File: config.mk
export PLATFORM = sky130hd
export DESIGN_NAME = tw_cmd_serializer
export DESIGN_NICKNAME = d
export VERILOG_FILES = /design/src/rtl/tw_ser_pkg.sv /design/src/rtl/tw_frame_pack.sv /design/src/rtl/tw_half_timer.sv /design/src/rtl/tw_bit_engine.sv /design/src/rtl/tw_cmd_serializer.sv
export SDC_FILE = /design/constraint.sdc
export NUM_CORES = 1
export LEC_CHECK = 0
export BUFFER_PORTS_ARGS = -buffer_cell sky130_fd_sc_hd__buf_2
export CORE_UTILIZATION = 30
export DETAILED_ROUTE_END_ITERATION = 12
export GPL_ROUTABILITY_DRIVEN = 0
export MAX_ROUTING_LAYER = met4
export PLACE_DENSITY = 0.57
export SLEW_MARGIN = 20
export SYNTH_ARGS = -nofsm -noshare
export SYNTH_HDL_FRONTEND = slang
export SYNTH_SLANG_ARGS = --single-unit
File: constraint.sdc
create_clock -name clk -period 4.6 [get_ports clk]
set_input_delay 0.23 -clock clk [delete_from_list [all_inputs] [get_ports clk]]
set_output_delay 0.23 -clock clk [all_outputs]
set_load 0.02 [all_outputs]
File: src/rtl/tw_ser_pkg.sv
package tw_ser_pkg;
  typedef enum logic [1:0] {
    FK_CMD     = 2'd0,
    FK_CMD_B8  = 2'd1,
    FK_CMD_B16 = 2'd2,
    FK_RSVD    = 2'd3
  } frame_kind_e;

  typedef enum logic [1:0] {
    ST_IDLE = 2'd0,
    ST_LOW  = 2'd1,
    ST_HIGH = 2'd2,
    ST_FIN  = 2'd3
  } ser_state_e;
endpackage

File: src/rtl/tw_frame_pack.sv
module tw_frame_pack
  import tw_ser_pkg::*;
#(
  parameter int BYTE_W     = 8,
  parameter int DATA_BYTES = 2,
  localparam int WORD_W    = BYTE_W + 1,
  localparam int FRAME_W   = WORD_W * (DATA_BYTES + 1),
  localparam int CNT_W     = $clog2(FRAME_W + 1)
) (
  input  logic [1:0]                   kind,
  input  logic [BYTE_W-1:0]            addr,
  input  logic [BYTE_W*DATA_BYTES-1:0] data,
  output logic [FRAME_W-1:0]           frame,
  output logic [CNT_W-1:0]             nbits
);
  frame_kind_e kind_e;
  int          nbytes;
  logic [BYTE_W-1:0] byte_v;

  assign kind_e = frame_kind_e'(kind);

  always_comb begin
    case (kind_e)
      FK_CMD_B8:  nbytes = 1;
      FK_CMD_B16: nbytes = DATA_BYTES;
      default:    nbytes = 0;
    endcase
    frame  = '0;
    byte_v = '0;
    // command word: flag bit clear, address below it
    frame[FRAME_W-1 -: WORD_W] = {1'b0, addr};
    for (int i = 0; i < DATA_BYTES; i++) begin
      if (i < nbytes) begin
        byte_v = BYTE_W'(data >> (BYTE_W * (nbytes - 1 - i)));
        frame[FRAME_W-1-WORD_W*(i+1) -: WORD_W] = {1'b1, byte_v};
      end
    end
    nbits = CNT_W'(WORD_W * (nbytes + 1));
  end
endmodule

File: src/rtl/tw_half_timer.sv
module tw_half_timer #(
  parameter int DIV_W = 16
) (
  input  logic             clk,
  input  logic             rst_n,
  input  logic             load,
  input  logic             restart,
  input  logic [DIV_W-1:0] limit_in,
  output logic             phase_last
);
  logic [DIV_W-1:0] lim_q;
  logic [DIV_W-1:0] cnt_q;

  always_ff @(posedge clk or negedge rst_n) begin
    if (!rst_n) begin
      lim_q <= DIV_W'(1);
      cnt_q <= '0;
    end else begin
      if (load)
        lim_q <= (limit_in == '0) ? DIV_W'(1) : limit_in;
      if (restart)
        cnt_q <= '0;
      else if (cnt_q != lim_q - DIV_W'(1))
        cnt_q <= cnt_q + DIV_W'(1);
    end
  end

  assign phase_last = (cnt_q == lim_q - DIV_W'(1));
endmodule

File: src/rtl/tw_bit_engine.sv
module tw_bit_engine
  import tw_ser_pkg::*;
#(
  parameter int FRAME_W  = 27,
  parameter int CNT_W    = 5,
  parameter bit CHECK_EN = 1'b1
) (
  input  logic               clk,
  input  logic               rst_n,
  input  logic               accept,
  input  logic [FRAME_W-1:0] frame_in,
  input  logic [CNT_W-1:0]   nbits_in,
  input  logic               sdi,
  input  logic               phase_last,
  output ser_state_e         state_o,
  output logic               bit_o,
  output logic               err_o,
  output logic               restart_o
);
  ser_state_e         state_q;
  logic [FRAME_W-1:0] sh_q;
  logic [CNT_W-1:0]   left_q;
  logic               err_q;
  logic               mism;

  generate
    if (CHECK_EN) begin : g_chk
      assign mism = sdi ^ sh_q[FRAME_W-1];
    end else begin : g_nochk
      assign mism = 1'b0;
    end
  endgenerate

  always_ff @(posedge clk or negedge rst_n) begin
    if (!rst_n) begin
      state_q <= ST_IDLE;
      sh_q    <= '0;
      left_q  <= '0;
      err_q   <= 1'b0;
    end else begin
      case (state_q)
        ST_IDLE: if (accept) begin
          sh_q    <= frame_in;
          left_q  <= nbits_in;
          err_q   <= 1'b0;
          state_q <= ST_LOW;
        end
        ST_LOW: if (phase_last) begin
          if (mism) begin
            err_q   <= 1'b1;
            state_q <= ST_FIN;
          end else begin
            state_q <= ST_HIGH;
          end
        end
        ST_HIGH: if (phase_last) begin
          if (left_q == CNT_W'(1)) begin
            state_q <= ST_FIN;
          end else begin
            left_q  <= left_q - CNT_W'(1);
            sh_q    <= sh_q << 1;
            state_q <= ST_LOW;
          end
        end
        default: state_q <= ST_IDLE;
      endcase
    end
  end

  assign state_o   = state_q;
  assign bit_o     = sh_q[FRAME_W-1];
  assign err_o     = err_q;
  assign restart_o = accept || (((state_q == ST_LOW) || (state_q == ST_HIGH)) && phase_last);
endmodule

File: src/rtl/tw_cmd_serializer.sv
module tw_cmd_serializer
  import tw_ser_pkg::*;
#(
  parameter int BYTE_W     = 8,
  parameter int DATA_BYTES = 2,
  parameter int DIV_W      = 16,
  parameter bit CHECK_EN   = 1'b1,
  localparam int WORD_W    = BYTE_W + 1,
  localparam int FRAME_W   = WORD_W * (DATA_BYTES + 1),
  localparam int CNT_W     = $clog2(FRAME_W + 1)
) (
  input  logic                         clk,
  input  logic                         rst_n,
  input  logic                         req_valid,
  output logic                         req_ready,
  input  logic [1:0]                   req_kind,
  input  logic [BYTE_W-1:0]            req_addr,
  input  logic [BYTE_W*DATA_BYTES-1:0] req_data,
  input  logic [DIV_W-1:0]             half_cnt,
  output logic                         busy,
  output logic                         done,
  output logic                         err,
  output logic                         lcd_cs_n,
  output logic                         lcd_sclk,
  output logic                         lcd_sdo,
  output logic                         lcd_sdo_oe,
  input  logic                         lcd_sdi
);
  logic [FRAME_W-1:0] frame_w;
  logic [CNT_W-1:0]   nbits_w;
  logic               accept;
  logic               phase_last;
  logic               restart;
  logic               bit_w;
  ser_state_e         state_w;
  logic               shifting;

  assign accept = req_valid && (state_w == ST_IDLE);

  tw_frame_pack #(
    .BYTE_W     (BYTE_W),
    .DATA_BYTES (DATA_BYTES)
  ) pack_i (
    .kind  (req_kind),
    .addr  (req_addr),
    .data  (req_data),
    .frame (frame_w),
    .nbits (nbits_w)
  );

  tw_half_timer #(
    .DIV_W (DIV_W)
  ) timer_i (
    .clk        (clk),
    .rst_n      (rst_n),
    .load       (accept),
    .restart    (restart),
    .limit_in   (half_cnt),
    .phase_last (phase_last)
  );

  tw_bit_engine #(
    .FRAME_W  (FRAME_W),
    .CNT_W    (CNT_W),
    .CHECK_EN (CHECK_EN)
  ) engine_i (
    .clk        (clk),
    .rst_n      (rst_n),
    .accept     (accept),
    .frame_in   (frame_w),
    .nbits_in   (nbits_w),
    .sdi        (lcd_sdi),
    .phase_last (phase_last),
    .state_o    (state_w),
    .bit_o      (bit_w),
    .err_o      (err),
    .restart_o  (restart)
  );

  assign shifting   = (state_w == ST_LOW) || (state_w == ST_HIGH);
  assign req_ready  = (state_w == ST_IDLE);
  assign busy       = (state_w != ST_IDLE);
  assign done       = (state_w == ST_FIN);
  assign lcd_cs_n   = !shifting;
  assign lcd_sclk   = (state_w != ST_LOW);
  assign lcd_sdo    = shifting && bit_w;
  assign lcd_sdo_oe = shifting;
endmodule

==> run_results.csv, run 1 <==
group,metric,value,unit
finish,layout_commonest_cell,"nand2_1",
logic_synthesis,syn_inst,496,
finish,diodes,0,
setup_path,cp.required,4810,ps
logic_synthesis,synth_edf_count,0,
finish,area_growth,18.1,%
place,portBuffers,53,
finish,mostFrequentLayoutCells,"75 x nand2_1, 66 x dfrtp_1, 52 x buf_2, 31 x o21ai_0, 25 x mux2i_1",
die,die_y,123,um
finish,finish.instance_area,5190,um^2
hold_path,min_delay_path_depth,3,
setup_path,critPathKind,"flip-flop to flip-flop",
timing,rsz0062_at_grt,"no",
logic_synthesis,synthDominantCellAreaShare,37.6,%
die,die_w,123,um
detailed_routing,via_per_inst,5.32,
setup_path,critPathArrivalTime,4090,ps
cts,cts.clk_slew.worst_paths,60,ps
logic_synthesis,synth.avg_cell_area,8.87,um^2
place,post_dp_cell_area,4840,um^2
die,core-area,14100,um^2
detailed_routing,ant_nets,0,
power_and_ir_drop,vdd_drop_max,275,uV
logic_synthesis,synth_area_leader_cell,"dfrtp_1",
cts,cts_inserted_buffers,9,
setup_path,endpoint_kind,"flip-flop",
cts,cts_root_buf,"clkbuf_16",
timing,fin_crit_sh,84.2,%
detailed_routing,drc_errors,0,
logic_synthesis,seq_area_frac_synth,38.2,%
logic_synthesis,async_flop_share,100,%
power_and_ir_drop,power_density,610,nW/um^2
timing,layout_min_cycle_time,3870,ps
die,design.die.area,15100,um^2
timing,worstMarginPinSlew,809,ps
global_route,antenna_found_initial,0,
power_and_ir_drop,p_leak,2.27,nW
detailed_routing,vias,3828,
timing,timing.slew.headroom,46.1,%
place,dp_hpwl,7.85,mm
global_route,grt_pass1_wl,19.3,mm
run,drv_cap,0,
setup_path,start_kind,"flip-flop",
timing,setup_ws,727,ps
cts,postCtsResizedCells,0,
logic_synthesis,syn_area,4400,um^2
timing,tns,0,ps
detailed_routing,routed_wl,11.1,mm
detailed_routing,dr.pass1.iters,4,
logic_synthesis,ys.warnings.count,0,
global_route,grt_start_max_net_pins,45,
logic_synthesis,synthesis.nets,557,
logic_synthesis,synth_seq_cells,67,
place,place_ws,763,ps
timing,report.final.slew_viol_count,0,
power_and_ir_drop,finalPower,3.17,mW
cts,cts_tree,"done",
timing,setup_viol,0,
detailed_routing,drt_first_iter_violations,308,
timing,hold_violations,0,
setup_path,rr_worst_depth,8,
logic_synthesis,synthDistinctLibCells,64,
finish,final_util,36.8,%
global_route,grt_remaining_overflow,0,
logic_synthesis,synth.area.top_cells,"dfrtp_1 38%, nand2_1 6.4%, mux2i_1 5.7%",
global_route,grt.total_usage,16.7,%
timing,max_freq,258,MHz
cts,clock_sinks,67,
finish,nets,597,
finish,drive_above_1_share,16.7,%
global_route,first_global_vias,3892,
cts,cts_buffer_depth,2,
die,io_pins,54,
status,outcome,"completed",
die,initial_utilization,31.2,%
die,std_cell_rows,43,
setup_path,crit_fanout,11,
cts,h-tree-depth,3,
cts,clock_latency,330,ps
logic_synthesis,ys.flop_type,"dfrtp_1",
timing,clock_skew,4.54,ps
detailed_routing,wl_per_cell,15.5,um
hold_path,hold_path_class,"input pin to flip-flop",
[what timing repair did]
action                                 CTS  global route
setup buffers                            0             0
endpoints found under the hold margin    0            39
hold buffers                             0             1
[registers in the layout, indices dropped and copies added, names as in the netlist]
register and flops:
timer_i.cnt_q 16, engine_i.left_q 5, timer_i.lim_q 16, engine_i.state_o 2, engine_i.err_o 1, engine_i.sh_q 27
[final cells by class]
| type | count | area (um^2) |
|---|---|---|
| tap | 180 | 225 |
| clock inverter | 6 | 115 |
| fill | 1449 | 8900 |
| inverter | 18 | 67.6 |
| clock buffer | 9 | 225 |
| timing repair buffer | 64 | 365 |
| multi-input combinational | 376 | 2520 |
| sequential | 67 | 1680 |
[final timing paths]
check / startpoint / endpoint / slack, ps
min in group asynchronous: rst_n / timer_i.lim_q[9] / 440
max in group asynchronous: rst_n / timer_i.cnt_q[1] / 3360
min reg2reg: engine_i.sh_q[0] / engine_i.sh_q[0] / 480
max: timer_i.lim_q[5] / engine_i.left_q[4] / 730
min: half_cnt[9] / timer_i.lim_q[9] / 100
max reg2reg: timer_i.lim_q[5] / engine_i.left_q[4] / 730
[power breakdown]
part	switching, mW	internal (mW)
sequential	0.251	0.800
clock	0.264	0.528
combinational	0.788	0.536
total	1.30	1.86
[per-layer routing]
| layer | part of all wire, % | routed length [um] | track usage (%) |
|---|---|---|---|
| met4 | 1.7 | 189 | 5.35 |
| met2 | 49 | 5480 | 28.2 |
| met1 | 45 | 5070 | 20.0 |
| met3 | 3.6 | 406 | 3.41 |
| met5 | 0 | 0 | - |
[per-stage QoR]
stage          hold slack (ps)  instances
3_3_place_gp               438        704
5_1_grt                    100        720
4_1_cts                   90.6        719
2_1_floorplan            -65.6        496
6_report                  96.3        720
3_5_place_dp               443        704
[critical path, cell delays in order (launching register included)]
cell       delay, ps
dfrtp_1          480
or4_1            660
or4_4            570
a2111oi_4        340
nand4_1          130
or4_1            600
or3_1            410
o311a_1          300
a311o_1          270
[cells by family (layout without fill, tap and decap cells)]
| kind of cell | Yosys count | in the layout | synth area share, % |
|---|---|---|---|
| flops | 67 | 67 | 38.2 |
| fa+ha+maj | 15 | 15 | 4.27 |
| buf+inv | 53 | 97 | 4.72 |
| mux | 41 | 41 | 9.79 |
| compound gates | 95 | 95 | 14.7 |
| xor+xnor | 19 | 19 | 3.78 |
| simple gates | 206 | 206 | 24.6 |
[Yosys cell counts, drive strengths merged, types with 4 or more instances]
| cell type | count |
|---|---|
| nand2 | 75 |
| dfrtp | 66 |
| o21a | 5 |
| nor4 | 10 |
| buf | 11 |
| mux2 | 16 |
| clkbuf | 24 |
| nor2 | 17 |
| mux2i | 25 |
| o211ai | 5 |
| or4b | 4 |
| nand3b | 11 |
| or3 | 7 |
| ha | 15 |
| a22oi | 8 |
| a21oi | 10 |
| and2 | 5 |
| or4 | 12 |
| nand4 | 17 |
| xnor2 | 12 |
| inv | 17 |
| nand3 | 22 |
| o21ai | 34 |
| nor3 | 14 |
| xor2 | 7 |
| a31oi | 5 |
Power figures use the tool's default switching activity.
==> run 2: changes to the inputs <==
==> constraint.sdc (replaced) <==
create_clock -name clk -period 3.7 [get_ports clk]
set_input_delay 0.185 -clock clk [delete_from_list [all_inputs] [get_ports clk]]
set_output_delay 0.185 -clock clk [all_outputs]
set_load 0.02 [all_outputs]
==> run_results.csv, run 2 (synthesized netlist as in run 1, its figures left out) <==
group,metric,value,unit
status,outcome,"completed",
finish,mostFrequentLayoutCells,"75 x nand2_1, 66 x dfrtp_1, 53 x buf_2, 31 x o21ai_0, 25 x mux2i_1",
setup_path,critPathKind,"flip-flop to flip-flop",
die,design.die.area,15100,um^2
power_and_ir_drop,p_int,2.26,mW
setup_path,crit_fanout,7,
power_and_ir_drop,clkPwrFrac,22.2,%
global_route,grt_start_max_net_pins,44,
power_and_ir_drop,finalPower,3.89,mW
setup_path,reg2reg_from,"timer_i.lim_q[1]",
cts,cts_tree,"done",
detailed_routing,wl_per_cell,15.5,um
timing,max_freq,280,MHz
setup_path,r2r_slack,130,ps
timing,hold_violations,0,
setup_path,start_kind,"flip-flop",
timing,tns,0,ps
timing,fin_crit_sh,96.5,%
die,die_w,123,um
timing,rsz0062_at_grt,"no",
setup_path,endpoint_kind,"flip-flop",
run,drv_cap,0,
detailed_routing,via_per_inst,5.38,
hold_path,hold_end,"timer_i.lim_q[4]",
timing,timing.slew.headroom,43.5,%
place,dp_hpwl,8.10,mm
cts,cts_root_buf,"clkbuf_16",
power_and_ir_drop,vdd_drop_max,267,uV
hold_path,min_delay_path_depth,3,
timing,setup_viol,0,
detailed_routing,dr.pass1.iters,5,
setup_path,path_common_cell,"or4_1",
global_route,antenna_found_initial,0,
die,std_cell_rows,43,
setup_path,critPathArrivalTime,3780,ps
die,core-area,14100,um^2
cts,cts_buffer_depth,2,
place,post_dp_cell_area,4910,um^2
timing,report.final.slew_viol_count,0,
finish,layout_commonest_cell,"nand2_1",
setup_path,cp.required,3910,ps
hold_path,min-delay-start,"half_cnt[4]",
finish,drive_above_1_share,17.9,%
timing,worstMarginPinSlew,845,ps
detailed_routing,drt_first_iter_violations,321,
timing,layout_min_cycle_time,3570,ps
setup_path,slowest_delay,540,ps
finish,regMostFlops,"engine_i.sh_q",
finish,finish.instance_area,5240,um^2
cts,cts_setup_buffers,0,
finish,final_util,37.1,%
die,io_pins,54,
power_and_ir_drop,p_sw_share,42.0,%
setup_path,slowest_stage,"or4_1",
finish,largest_reg_flops,27,
global_route,grt.total_usage,16.3,%
cts,cts.clk_slew.worst_paths,50,ps
finish,largestRegisters,"engine_i.sh_q: 27 flops, timer_i.cnt_q: 16 flops, timer_i.lim_q: 16 flops",
die,die_y,123,um
global_route,first_global_vias,3792,
timing,clock_skew,3.97,ps
finish,nFillCells,1430,
power_and_ir_drop,seqPwrFrac,32.9,%
cts,cts_inserted_buffers,9,
power_and_ir_drop,p_leak,2.30,nW
finish,diodes,0,
setup_path,cp_cell_sequence,"inv_1, ha_1, or4b_4, or4_1, o311ai_0, a31oi_1, or4_1, or3_1, o311a_1, a311o_1",
place,portBuffers,53,
finish,nets,606,
cts,clock_latency,330,ps
detailed_routing,routed_wl,11.3,mm
setup_path,rr_worst_depth,10,
setup_path,timing.rr.end,"engine_i.left_q[4]",
detailed_routing,drc_errors,0,
power_and_ir_drop,power_density,744,nW/um^2
cts,h-tree-depth,3,
global_route,grt_remaining_overflow,0,
detailed_routing,ant_nets,0,
finish,area_growth,19.0,%
detailed_routing,vias,3922,
power_and_ir_drop,comb_power_share,44.9,%
hold_path,hold_path_class,"input pin to flip-flop",
cts,clock_sinks,67,
global_route,grt_pass1_wl,18.6,mm
die,initial_utilization,31.2,%
power_and_ir_drop,p_sw,1.64,mW
-- run 2: changes by cell type in the layout (fill, tap and decap cells not counted), moves of 2 or more --
cell	delta
clkbuf_1	+2
bufinv_16	-2
clkinv_4	-2
clkbuf_8	+2
buf_4	+7
-- run 2: worst max path at each step --
| stage | from | slack [ps] | endpoint | cells after the start |
|---|---|---|---|---|
| after floorplan | timer_i.lim_q[6] | 140 | engine_i.left_q[4] | 10 |
| after global placement | timer_i.lim_q[1] | 210 | engine_i.sh_q[4] | 10 |
| after detailed placement | timer_i.lim_q[1] | 30 | engine_i.sh_q[4] | 10 |
| after CTS | timer_i.lim_q[1] | 20 | engine_i.sh_q[4] | 10 |
| after global routing | timer_i.lim_q[1] | 4 | engine_i.left_q[4] | 10 |
| final | timer_i.lim_q[1] | 130 | engine_i.left_q[4] | 10 |
-- run 2: metal layers --
metal	global-route usage, %	routed length, um
met1	19.8	5240
met5	-	0
met3	3.51	415
met2	27.0	5500
met4	5.05	167
-- run 2: what timing repair did --
item,4_1_cts,5_1_grt
gates resized for setup,0,4
setup endpoints to repair,0,30
endpoints found under the hold margin,27,0
hold buffers,1,0
-- run 2: worst max-delay path, delay by kind of cell, from the launching register on --
| family | cells | cell delay, ps |
|---|---|---|
| AND/OR/NAND/NOR | 4 | 1950 |
| adder cells (fa/ha/maj) | 1 | 210 |
| AO/OA/AOI/OAI | 4 | 790 |
| flip-flops | 1 | 410 |
| buffers and inverters | 1 | 100 |
-- run 2: layout make-up --
| class | instances | area, um^2 | area share (%) |
|---|---|---|---|
| tap | 180 | 225 | 4.30 |
| multi-input combinational | 376 | 2530 | 48.4 |
| inverter | 18 | 67.6 | 1.29 |
| clock inverter | 2 | 35.0 | 0.669 |
| sequential | 67 | 1680 | 32.1 |
| timing repair buffer | 73 | 434 | 8.29 |
| clock buffer | 13 | 260 | 4.97 |
-- run 2: stage by stage --
step | setup WS (ps) | hold slack (ps) | cells
CTS | 23.5 | 56.4 | 729
detailed placement | 31.4 | 266 | 713
floorplan | 138 | -111 | 496
global placement | 213 | 271 | 713
finish | 131 | 64.3 | 729
global route | 3.61 | 55.4 | 729
-- run 2: power by group through the flow --
stage          combinational, mW  clock [mW]  sequential [mW]
3_5_place_dp                1.73           0             1.28
5_1_grt                     1.95       0.923             1.31
2_1_floorplan               1.30           0             1.18
4_1_cts                     1.74       0.887             1.27
6_report                    1.75       0.865             1.28
3_3_place_gp                1.68           0             1.27
